`config.mk`:
```
export PLATFORM = sky130hd
export DESIGN_NAME = pit_channel
export DESIGN_NICKNAME = d
export VERILOG_FILES = /design/src/rtl/pit_pkg.sv /design/src/rtl/pit_ctrl_decode.sv /design/src/rtl/pit_byte_if.sv /design/src/rtl/pit_count_core.sv /design/src/rtl/pit_channel.sv
export SDC_FILE = /design/constraint.sdc
export NUM_CORES = 1
export LEC_CHECK = 0
export ABC_AREA = 1
export CORE_UTILIZATION = 39
export DETAILED_ROUTE_END_ITERATION = 12
export MAX_ROUTING_LAYER = met4
export PLACE_DENSITY = 0.56
export SYNTH_ARGS = -nofsm -noshare
export SYNTH_HDL_FRONTEND = slang
export SYNTH_SLANG_ARGS = --single-unit
```
`constraint.sdc`:
```
create_clock -name clk -period 4.3 [get_ports clk]
set_input_delay 0.43 -clock clk [delete_from_list [all_inputs] [get_ports clk]]
set_output_delay 0.43 -clock clk [all_outputs]
set_load 0.01 [all_outputs]
```
`src/rtl/pit_pkg.sv`:
```
// Shared types for the interval counter channel.
// Assumes an 8-bit control word: [7:6] select, [5:4] access, [3:1] mode, [0] BCD.
package pit_pkg;

    typedef enum logic [1:0] {
        PM_TERM   = 2'd0,
        PM_RATE   = 2'd1,
        PM_SQUARE = 2'd2
    } pit_mode_e;

    typedef struct packed {
        logic [1:0] sel;
        logic [1:0] acc;
        logic [2:0] mode;
        logic       bcd;
    } ctrl_word_t;

    localparam logic [1:0] ACC_LATCH    = 2'b00;
    localparam logic [1:0] ACC_LOHI     = 2'b11;
    localparam logic [1:0] SEL_READBACK = 2'b11;

endpackage

```
`src/rtl/pit_ctrl_decode.sv`:
```
// Control-word decoder. Combinational: it turns one control-port write into
// at most one of latch, program or reject. Words for other channels give none.
module pit_ctrl_decode
    import pit_pkg::*;
#(
    parameter logic [1:0] CHAN_ID = 2'd0
) (
    input  logic      wr_ctrl,
    input  logic [7:0] wdata,
    output logic      do_latch,
    output logic      do_prog,
    output logic      bad,
    output pit_mode_e prog_mode
);

    ctrl_word_t cw;
    assign cw = wdata;

    // Classify the control word against the supported settings.
    always_comb begin
        do_latch  = 1'b0;
        do_prog   = 1'b0;
        bad       = 1'b0;
        prog_mode = PM_TERM;
        if (wr_ctrl) begin
            if (cw.sel == SEL_READBACK) begin
                bad = 1'b1;
            end else if (cw.sel == CHAN_ID) begin
                if (cw.acc == ACC_LATCH) begin
                    do_latch = 1'b1;
                end else if (cw.acc != ACC_LOHI || cw.bcd) begin
                    bad = 1'b1;
                end else begin
                    case (cw.mode)
                        3'd0:    begin do_prog = 1'b1; prog_mode = PM_TERM;   end
                        3'd2:    begin do_prog = 1'b1; prog_mode = PM_RATE;   end
                        3'd3:    begin do_prog = 1'b1; prog_mode = PM_SQUARE; end
                        default: bad = 1'b1;
                    endcase
                end
            end
        end
    end

endmodule

```
`src/rtl/pit_byte_if.sv`:
```
// Byte sequencing and latch logic. It assembles the reload value from two
// byte writes (low then high) and serves count reads as low then high bytes,
// from a one-shot snapshot while a latch is pending. Assumes CW = 2*BW.
module pit_byte_if #(
    parameter int BW = 8,
    parameter int CW = 2 * BW
) (
    input  logic          clk,
    input  logic          rst_n,
    input  logic          wr_data,
    input  logic          rd_data,
    input  logic [BW-1:0] wdata,
    input  logic          do_latch,
    input  logic          do_prog,
    input  logic [CW-1:0] cur_cnt,
    output logic          load_lo,
    output logic          load_full,
    output logic [CW-1:0] load_val,
    output logic [BW-1:0] rdata
);

    logic          wr_hi;
    logic          rd_hi;
    logic          latched;
    logic [BW-1:0] lo_hold;
    logic [CW-1:0] snap;
    logic [CW-1:0] src;

    assign load_lo   = wr_data && !wr_hi;
    assign load_full = wr_data && wr_hi;
    assign load_val  = {wdata, lo_hold};

    // Write pointer and low-byte holding register.
    always_ff @(posedge clk) begin
        if (!rst_n) begin
            wr_hi   <= 1'b0;
            lo_hold <= '0;
        end else if (do_prog) begin
            wr_hi <= 1'b0;
        end else if (wr_data) begin
            wr_hi <= !wr_hi;
            if (!wr_hi) lo_hold <= wdata;
        end
    end

    // Read pointer, latch capture and latch release.
    always_ff @(posedge clk) begin
        if (!rst_n) begin
            rd_hi   <= 1'b0;
            latched <= 1'b0;
            snap    <= '0;
        end else if (do_prog) begin
            rd_hi   <= 1'b0;
            latched <= 1'b0;
        end else if (do_latch && !latched) begin
            snap    <= cur_cnt;
            latched <= 1'b1;
            rd_hi   <= 1'b0;
        end else if (rd_data) begin
            rd_hi <= !rd_hi;
            if (rd_hi) latched <= 1'b0;
        end
    end

    // Read data mux: snapshot or live count, byte chosen by the pointer.
    always_comb begin
        src   = latched ? snap : cur_cnt;
        rdata = rd_hi ? src[CW-1:BW] : src[BW-1:0];
    end

    // a pending latch keeps its snapshot until its high byte is read.
    p_latch_hold_r5: assert property (@(posedge clk) disable iff (!rst_n)
        latched && !do_prog && !(rd_data && rd_hi) |=> latched && $stable(snap));

    // each plain data read moves the pointer to the other byte.
    p_rd_alternate_r6: assert property (@(posedge clk) disable iff (!rst_n)
        rd_data && !do_prog && !(do_latch && !latched) |=> rd_hi != $past(rd_hi));

endmodule

```
`src/rtl/pit_count_core.sv`:
```
// Down-counter and output pin. It counts one step per enabled count clock
// while armed, with the output shaped by the programmed mode. It is stopped
// by a low-byte write or a programming word, and armed by a nonzero load.
module pit_count_core
    import pit_pkg::*;
#(
    parameter int CW = 16
) (
    input  logic          clk,
    input  logic          rst_n,
    input  logic          tick,
    input  logic          stop,
    input  logic          prog,
    input  pit_mode_e     prog_mode,
    input  logic          load,
    input  logic [CW-1:0] load_val,
    output logic [CW-1:0] count,
    output logic          out_q
);

    localparam logic [CW-1:0] ONE = CW'(1);

    logic [CW-1:0] cnt;
    logic [CW-1:0] period;
    logic [CW-1:0] nxt;
    logic [CW-1:0] half;
    logic          armed;
    pit_mode_e     mode_q;

    assign count = cnt;

    // Next value for the periodic modes and the square-wave threshold.
    always_comb begin
        nxt  = (cnt == ONE) ? period : cnt - ONE;
        half = period >> 1;
    end

    // Mode register, written by an accepted programming word.
    always_ff @(posedge clk) begin
        if (!rst_n)    mode_q <= PM_TERM;
        else if (prog) mode_q <= prog_mode;
    end

    // Counter, period, arm state and output pin.
    always_ff @(posedge clk) begin
        if (!rst_n) begin
            cnt    <= '0;
            period <= '0;
            armed  <= 1'b0;
            out_q  <= 1'b0;
        end else if (stop) begin
            armed <= 1'b0;
            out_q <= 1'b0;
        end else if (load) begin
            period <= load_val;
            cnt    <= load_val;
            armed  <= (load_val != '0);
            out_q  <= (load_val != '0) && (mode_q != PM_TERM)
                      && !(mode_q == PM_RATE && load_val == ONE);
        end else if (armed && tick) begin
            case (mode_q)
                PM_TERM: begin
                    cnt <= cnt - ONE;
                    if (cnt == ONE) begin
                        out_q <= 1'b1;
                        armed <= 1'b0;
                    end
                end
                PM_RATE: begin
                    cnt   <= nxt;
                    out_q <= (nxt != ONE);
                end
                default: begin
                    cnt   <= nxt;
                    out_q <= (nxt > half);
                end
            endcase
        end
    end

    // a stop forces the pin low on the next cycle.
    p_stop_low_r3: assert property (@(posedge clk) disable iff (!rst_n)
        stop |=> !out_q);

    // an idle counter does not move.
    p_idle_frozen_r3: assert property (@(posedge clk) disable iff (!rst_n)
        !armed && !load |=> cnt == $past(cnt));

    // loading zero leaves the counter unarmed.
    p_zero_idle_r4: assert property (@(posedge clk) disable iff (!rst_n)
        load && !stop && load_val == '0 |=> !armed);

    // in mode 0 a high pin stays high until the next stop or load.
    p_term_hold_r7: assert property (@(posedge clk) disable iff (!rst_n)
        mode_q == PM_TERM && out_q && !stop && !load |=> out_q);

    // the mode 2 low pulse lasts one count clock when the period exceeds 1.
    p_rate_pulse_r8: assert property (@(posedge clk) disable iff (!rst_n)
        mode_q == PM_RATE && armed && !out_q && tick && !stop && !load
        && !prog && period != ONE |=> out_q);

endmodule

```
`src/rtl/pit_channel.sv`:
```
// One channel of a programmable interval timer: 8-bit data and control
// ports, 16-bit down-counter, count enable input and output pin.
// Assumes wr_en and rd_en are not asserted together; a write takes priority.
module pit_channel
    import pit_pkg::*;
#(
    parameter int         BW      = 8,
    parameter logic [1:0] CHAN_ID = 2'd0
) (
    input  logic          clk,
    input  logic          rst_n,
    input  logic          wr_en,
    input  logic          rd_en,
    input  logic          port_sel,
    input  logic [BW-1:0] wdata,
    output logic [BW-1:0] rdata,
    input  logic          cnt_en,
    output logic          tmr_out,
    output logic          cfg_err
);

    localparam int CW = 2 * BW;

    logic          wr_data;
    logic          wr_ctrl;
    logic          rd_data;
    logic          do_latch;
    logic          do_prog;
    logic          bad;
    pit_mode_e     prog_mode;
    logic          load_lo;
    logic          load_full;
    logic [CW-1:0] load_val;
    logic [CW-1:0] cur_cnt;

    assign wr_data = wr_en && !port_sel;
    assign wr_ctrl = wr_en && port_sel;
    assign rd_data = rd_en && !port_sel && !wr_en;

    pit_ctrl_decode #(.CHAN_ID(CHAN_ID)) u_dec (
        .wr_ctrl   (wr_ctrl),
        .wdata     (wdata[7:0]),
        .do_latch  (do_latch),
        .do_prog   (do_prog),
        .bad       (bad),
        .prog_mode (prog_mode)
    );

    pit_byte_if #(.BW(BW), .CW(CW)) u_bytes (
        .clk       (clk),
        .rst_n     (rst_n),
        .wr_data   (wr_data),
        .rd_data   (rd_data),
        .wdata     (wdata),
        .do_latch  (do_latch),
        .do_prog   (do_prog),
        .cur_cnt   (cur_cnt),
        .load_lo   (load_lo),
        .load_full (load_full),
        .load_val  (load_val),
        .rdata     (rdata)
    );

    pit_count_core #(.CW(CW)) u_core (
        .clk       (clk),
        .rst_n     (rst_n),
        .tick      (cnt_en),
        .stop      (load_lo || do_prog),
        .prog      (do_prog),
        .prog_mode (prog_mode),
        .load      (load_full),
        .load_val  (load_val),
        .count     (cur_cnt),
        .out_q     (tmr_out)
    );

    // Sticky error flag for rejected control words.
    always_ff @(posedge clk) begin
        if (!rst_n)   cfg_err <= 1'b0;
        else if (bad) cfg_err <= 1'b1;
    end

    // once raised, the error flag stays until reset.
    p_err_sticky_r10: assert property (@(posedge clk) disable iff (!rst_n)
        cfg_err |=> cfg_err);

    // a rejected word is flagged on the next cycle.
    p_err_raise_r10: assert property (@(posedge clk) disable iff (!rst_n)
        bad |=> cfg_err);

endmodule

```
== After elaboration in Yosys (flattened, before gate mapping) ==
Index checks and enable logic that the tools add are counted.

* Register bits after elaboration: 64
* Word-level logic and storage cells: 106
* Input bits: 14
* Output and inout bits: 10

* Muxes and demuxes: 39
* Bitwise gates (word level): 4
* Add/subtract/negate cells: 1
* Reduce and logical (&&, ||, !) cells: 41
* $lt $le $gt $ge: 1
* Eq/ne operators: 9

{| class="wikitable"
|+ Operators by type and width
! operator !! count
|-
| $mux 16 || 5
|-
| $eq 16x1->1 const B || 2
|-
| $mux 1 || 26
|-
| $gt 16x15->1 || 1
|-
| $ne 16x1->1 const B || 1
|-
| $reduce_bool 16->1 || 1
|-
| $sub 16x1->16 const B || 1
|-
| $reduce_bool 2->1 || 6
|-
| $logic_and 1x1->1 || 11
|-
| $mux 2 || 5
|-
| $reduce_and 2->1 || 5
|-
| $mux 8 || 1
|-
| $eq 3x2->1 const B || 2
|-
| $logic_not 1->1 || 6
|-
| $logic_not 2->1 || 3
|-
| $reduce_and 3->1 || 2
|-
| $reduce_or 3->1 || 2
|-
| $not 1->1 || 4
|-
| $pmux 2 s2 || 1
|-
| $reduce_or 2->1 || 2
|-
| $logic_not 3->1 || 1
|-
| $ne 3x2->1 const B || 1
|-
| $eq 2x1->1 const B || 1
|-
| $eq 2x2->1 const B || 1
|-
| 3 further kinds || 4
|}

== Logic depth before layout (Yosys ltp) ==
* Word-level depth: 11
* Gate-level depth with buffers: 25
* Mapped depth without buffers: 25

== Modules after synthesis ==
A second synthesis with hierarchy kept.

* Cell total of the unflattened synthesis: 707
* Area, all modules: 4578.1 um2

{| class="wikitable"
|+ Modules (own cells, without submodules)
! module !! cells an instance !! area each (um2) !! times used !! seq. area each (um2)
|-
| pit_count_core || 451 || 2907.8 || 1 || 720.7
|-
| pit_byte_if || 221 || 1481.4 || 1 || 540.5
|-
| pit_ctrl_decode || 23 || 125.1 || 1 || 0.0
|-
| pit_channel || 12 || 63.8 || 1 || 20.0
|}

== Least setup slack after synthesis ==
Ideal clock, no wire load.

* Kind: reg2reg
* From: register u_core.cnt[0] (netlist: u_core.count[0])
* To: register u_core.out_q
* Path buffers: 0
* Cell stages (with the launch flop): 24
* Data required time: 4.234 ns
* Slack: 1.854 ns
* Arrival time: 2.380 ns
* Clock period less this slack: 2.446 ns
* Library setup time: 0.066 ns
* Cell sequence: dfxtp_1 > inv_1 > ha_1 > nand3_1 > o21ai_1 > nand3_1 > o21ai_2 > inv_1 > ha_1 > nand2_1 > nor2_1 > and2_1 > nand2_1 > nand3_1 > nand2_1 > nand2_1 > nand2_1 > nand2_1 > nand2_1 > nand2_1 > nand2_1 > nand2_1 > nand2_1 > a21oi_2

* Longest elaborated chain between the ends: 6
* Elaborated cells between the ends (all ways): 10
* Classes of those cells: add/sub: 1; order compare: 1; eq/ne: 3; mux: 4; reduce/logical: 1

{| class="wikitable"
|+ RTL lines
! what !! line !! RTL
|-
| start: declaration || pit_count_core.sv:23 || <nowiki>logic [CW-1:0] cnt;</nowiki>
|-
| start signal: assignment || pit_count_core.sv:56 || <nowiki>cnt <= load_val;</nowiki>
|-
| start signal: assignment || pit_count_core.sv:63 || <nowiki>cnt <= cnt - ONE;</nowiki>
|-
| start signal: assignment || pit_count_core.sv:70 || <nowiki>cnt <= nxt;</nowiki>
|-
| $sub 16x1->16 or $eq 16x1->1 (tied branches) || pit_count_core.sv:34, pit_count_core.sv:64 ||
|-
| $mux 16 || pit_count_core.sv:34 || <nowiki>nxt = (cnt == ONE) ? period : cnt - ONE;</nowiki>
|-
| $gt 16x15->1 or $ne 16x1->1 (tied branches) || pit_count_core.sv:75, pit_count_core.sv:71 ||
|-
| $pmux 1 s2 || pit_count_core.sv:61 || <nowiki>case (mode_q)</nowiki>
|-
| $mux 1 || pit_count_core.sv:60 || <nowiki>end else if (armed && tick) begin</nowiki>
|-
| $mux 1 || pit_count_core.sv:54 || <nowiki>end else if (load) begin</nowiki>
|-
| end signal: assignment || pit_count_core.sv:58 || <nowiki>out_q <= (load_val != '0) && (mode_q != PM_TERM)</nowiki>
|-
| end signal: assignment || pit_count_core.sv:71 || <nowiki>out_q <= (nxt != ONE);</nowiki>
|-
| end signal: assignment || pit_count_core.sv:75 || <nowiki>out_q <= (nxt > half);</nowiki>
|-
| end: declaration || pit_count_core.sv:18 || <nowiki>output logic out_q</nowiki>
|}

Parallel ways exist; a longest one is shown, timed or not. The select of a mux whose other input is x is not followed.
A chain may end at the register's enable or synchronous reset.

== Final worst setup path ==
Same ends and word-level chain as after synthesis.

==> reports/summary.log <==
[status] run status complete, no violations
[floorplanning] floorplan row count 36
[cts] hold buffer count at cts 0
[worst_setup_path] max incr delay on CP 0.35 ns
[final_layout] post-layout instance count excluding filler cells 769
[placed_design] placed insts 753
[placed_design] routability cong. 0.9315
[detailed_routing] vias per cell 5.316
[synthesis] distinct cell type count of the synthesized netlist 40
[synthesis] average cell area after synthesis 6.540 um^2
[floorplanning] die span in x 103.6 um
[sta] Slew Limit Headroom 0.4267
[sta] Worst-Margin Slew 0.8573 ns
[hold_path] type of the tightest min-delay check reg -> reg
[detailed_routing] routed via count 4088
[cts] setup repair bufs after CTS 0
[sta] post-route clock period utilization 0.6955
[sta] final count of hold timing violations 0
[final_layout] Synth-to-Final Area Change 12.80%
[power_and_ir_drop] Tot Pwr 1550 uW
[cts] CTS Buf Count 9
[grt] largest net degree at the start of global routing 39
[synthesis] sequential share of the synthesized area 0.3180
[final_layout] Final Util 0.4586
[placed_design] half-perimeter wire length of the detailed placement result 9569 um
[power_and_ir_drop] Peak VDD IR 0.1572 mV
[sta] Max Slew Vio Count 0
[synthesis] largest cells by area after synthesis sky130_fd_sc_hd__dfxtp_1 32%, sky130_fd_sc_hd__nand2_1 14%, sky130_fd_sc_hd__inv_1 7.2%, sky130_fd_sc_hd__nor2_1 7.0%, sky130_fd_sc_hd__o21ai_0 6.1%
[power_and_ir_drop] total power density per cell area 341.2 nW/um^2
[detailed_routing] uppermost layer routed met4
[grt] number of global-route vias before repair 3858
[sta] crit path time final 2.991 ns
[synthesis] Ys Warns 0
[detailed_routing] First-pass DRT Iterations 5
[placed_design] number of port buffers 23
[worst_setup_path] CP max-delay cell sky130_fd_sc_hd__dfxtp_1
[floorplanning] area inside the core boundary 9910 um^2
[power_and_ir_drop] Leakage 0.001809 uW
[final_layout] Nets 662
[detailed_routing] number of antenna-violating nets in the routed design 0
[placed_design] Area after DPL 4347 um^2
[synthesis] Post-synth EDFFs 0
[synthesis] post-synth top area share 0.3180
[worst_setup_path] Bufs and invs on worst path 2
[cts] cell at the root of the clock tree sky130_fd_sc_hd__clkbuf_8
[cts] CTS tree yes
[cts] Resize count post-CTS 0
[grt] first-pass GRT wire length 20430 um
[worst_setup_path] Crit path max-delay family simple AND/OR/NAND/NOR gates
[cts] maximum count of clock buffers along a single path 2
[final_layout] final cell area excluding filler cells 4544 um^2
[synthesis] top cell types by occurrence after synthesis 148 x sky130_fd_sc_hd__nand2_1, 77 x sky130_fd_sc_hd__inv_1, 75 x sky130_fd_sc_hd__nor2_1, 64 x sky130_fd_sc_hd__dfxtp_1, 49 x sky130_fd_sc_hd__o21ai_0
[cts] # H-tree levels 3
[detailed_routing] violation count after the first detailed-routing iteration 302
[final_layout] # fillers 1061
[detailed_routing] met3 routed WL 513 um
[synthesis] post-synthesis sequential element count 64
[flow_run] maxcap violations 0
[detailed_routing] DRC errors left 0
[detailed_routing] Metal-1 WL 5995 um
[final_layout] layout cell share with drive strength beyond 1 0.06918
[synthesis] commonest register cell after synthesis sky130_fd_sc_hd__dfxtp_1
[detailed_routing] final routed wirelength across all metal layers 12480 um
[synthesis] cell taking the most area after synthesis sky130_fd_sc_hd__dfxtp_1
[worst_setup_path] Crit path arrival time 3.28 ns
[floorplanning] die span in y 103.6 um
[floorplanning] area of the die 10740 um^2
[grt] antenna violations before repair 0
[floorplanning] I/O pin total 24
[cts] clk sinks 64
[worst_setup_path] data required time of the critical path 4.59 ns
[sta] setup-violating endpoint count in the final report 0
[detailed_routing] routed length on met2 5520 um
[worst_setup_path] Top cell by count, worst path sky130_fd_sc_hd__nand2_1
[synthesis] most repeated cell in the gate-level netlist after synthesis sky130_fd_sc_hd__nand2_1
[worst_setup_path] CP Max Fanout 7
[sta] largest clock skew in the final design 0.01272 ns
[grt] Total GRT Usage 0.2504
[worst_setup_path] setup slack of the worst register-to-register path 1.31 ns
[worst_setup_path] type of the setup path with the least slack reg -> reg
[synthesis] fraction of synthesis flops using an asynchronous set or reset pin 0
[cts] clock network latency to the later pin of the worst-skew pair 0.36 ns
[worst_setup_path] cell-by-cell trace of the critical path inv_1 > ha_1 > nand3_1 > o21ai_1 > nand3_1 > o21ai_2 > inv_1 > ha_1 > nand2_1 > nor2_1 > and2_1 > nand2_1 > nand3_1 > nand2_1 > nand2_1 > nand2_1 > nand2_1 > nand2_1 > nand2_1 > nand2_1 > nand2_1 > nand2_1 > a21oi_2
[grt] grt ovf 0
[sta] unrepaired setup endpoints after global routing no
[synthesis] cells after synthesis 616
[worst_setup_path] startpoint type of the worst setup path register
[synthesis] post-synthesis net count 647
[detailed_routing] detail-routed net length per standard cell 16.23 um
[cts] clock transition at the register clock pins on the worst setup and hold paths after CTS 0.07 ns
[sta] Peak Freq 334.4 MHz
[worst_setup_path] kind of end point of the critical path register
[synthesis] combined area of all synthesized cells 4029 um^2
[floorplanning] initial standard-cell utilization of the core 0.4066
[final_layout] diode insertion count for antenna repair 0
[sta] total negative slack 0 ns
[routing by layer]
layer,track usage,up-vias
li1,-,2059
met1,0.3257,1869
met2,0.3883,133
met3,0.03272,27
met4,0.1097,0
met5,-,-
[cell type report]
cell class | instances | area (um^2) | share of cell area
tap | 133 | 166.4 | 0.03662
sequential | 64 | 1281 | 0.2819
clock inverter | 5 | 56.30 | 0.01239
multi-input combinational | 446 | 2331 | 0.5129
timing repair buffer | 26 | 252.7 | 0.05562
inverter | 84 | 315.3 | 0.06938
clock buffer | 11 | 141.4 | 0.03111
[kinds of logic (layout without fill, tap and decap cells)]
kind of cell / count (synthesis) / in the layout / share of synthesized area
compound gates: 142 / 142 / 0.2093
xor+xnor: 6 / 6 / 0.01304
fa+ha+maj: 17 / 17 / 0.05279
buf+inv: 106 / 126 / 0.1047
flops: 64 / 64 / 0.3180
simple gates: 281 / 281 / 0.3022
[stage by stage]
| stage | setup slack, ns | hold slack, ns |
|---|---|---|
| global route | 0.9403 | 0.4839 |
| detailed placement | 1.361 | 0.4592 |
| floorplan | 1.854 | 0.4378 |
| finish | 1.309 | 0.4719 |
| global placement | 1.352 | 0.4518 |
| CTS | 1.332 | 0.4697 |
[worst reg2reg max path, stage by stage, from the launching register on]
cell,delay [ns]
sky130_fd_sc_hd__dfxtp_1,0.35
sky130_fd_sc_hd__inv_1,0.23
sky130_fd_sc_hd__ha_1,0.32
sky130_fd_sc_hd__nand3_1,0.20
sky130_fd_sc_hd__o21ai_1,0.23
sky130_fd_sc_hd__nand3_1,0.11
sky130_fd_sc_hd__o21ai_2,0.08
sky130_fd_sc_hd__inv_1,0.08
sky130_fd_sc_hd__ha_1,0.27
sky130_fd_sc_hd__nand2_1,0.07
sky130_fd_sc_hd__nor2_1,0.13
sky130_fd_sc_hd__and2_1,0.17
sky130_fd_sc_hd__nand2_1,0.06
sky130_fd_sc_hd__nand3_1,0.06
sky130_fd_sc_hd__nand2_1,0.05
sky130_fd_sc_hd__nand2_1,0.05
sky130_fd_sc_hd__nand2_1,0.04
sky130_fd_sc_hd__nand2_1,0.05
sky130_fd_sc_hd__nand2_1,0.04
sky130_fd_sc_hd__nand2_1,0.05
sky130_fd_sc_hd__nand2_1,0.05
sky130_fd_sc_hd__nand2_1,0.05
sky130_fd_sc_hd__nand2_1,0.06
sky130_fd_sc_hd__a21oi_2,0.13
[power by group]
part | internal [uW] | switching, uW
Clock | 283 | 257
Combinational | 135 | 253
Sequential | 609 | 15.0
[placed cells by master, fill, tap and decap left out, types with 3 or more instances in the layout]
cell type,instances
sky130_fd_sc_hd__nor2_4,5
sky130_fd_sc_hd__a211oi_1,20
sky130_fd_sc_hd__buf_4,3
sky130_fd_sc_hd__o21ai_1,4
sky130_fd_sc_hd__nand2_2,5
sky130_fd_sc_hd__ha_1,17
sky130_fd_sc_hd__nor2_1,75
sky130_fd_sc_hd__nand3_1,23
sky130_fd_sc_hd__clkdlybuf4s50_1,23
sky130_fd_sc_hd__inv_2,5
sky130_fd_sc_hd__dfxtp_1,64
sky130_fd_sc_hd__xor2_1,5
sky130_fd_sc_hd__a221oi_1,5
sky130_fd_sc_hd__nor3_1,4
sky130_fd_sc_hd__a21oi_1,41
sky130_fd_sc_hd__a31oi_1,7
sky130_fd_sc_hd__nand2_1,148
sky130_fd_sc_hd__o21ai_0,49
sky130_fd_sc_hd__a41oi_1,6
sky130_fd_sc_hd__inv_1,77
sky130_fd_sc_hd__clkbuf_8,10
sky130_fd_sc_hd__nand4_1,10
sky130_fd_sc_hd__nor2_2,3
[final timing paths]
path / startpoint / end / depth (start not counted)
worst max-delay path: u_core.count[0]$_SDFFE_PN0P_ / u_core.out_q$_SDFFE_PP0P_ / 23
worst min-delay path: u_core.period[0]$_SDFFE_PN0P_ / u_core.period[0]$_SDFFE_PN0P_ / 2
worst min register to register: u_core.period[0]$_SDFFE_PN0P_ / u_core.period[0]$_SDFFE_PN0P_ / 2
worst max register to register: u_core.count[0]$_SDFFE_PN0P_ / u_core.out_q$_SDFFE_PP0P_ / 23
[registers in the layout, summed over array words and instances, names as in the netlist]
register and count:
u_core.count 16, u_bytes.lo_hold 8, u_core.out_q 1, u_core.armed 1, u_bytes.rd_hi 1, u_core.mode_q 2, cfg_err 1, u_core.period 16
u_bytes.latched 1, u_bytes.wr_hi 1, u_bytes.snap 16
Power figures use the tool's default switching activity.
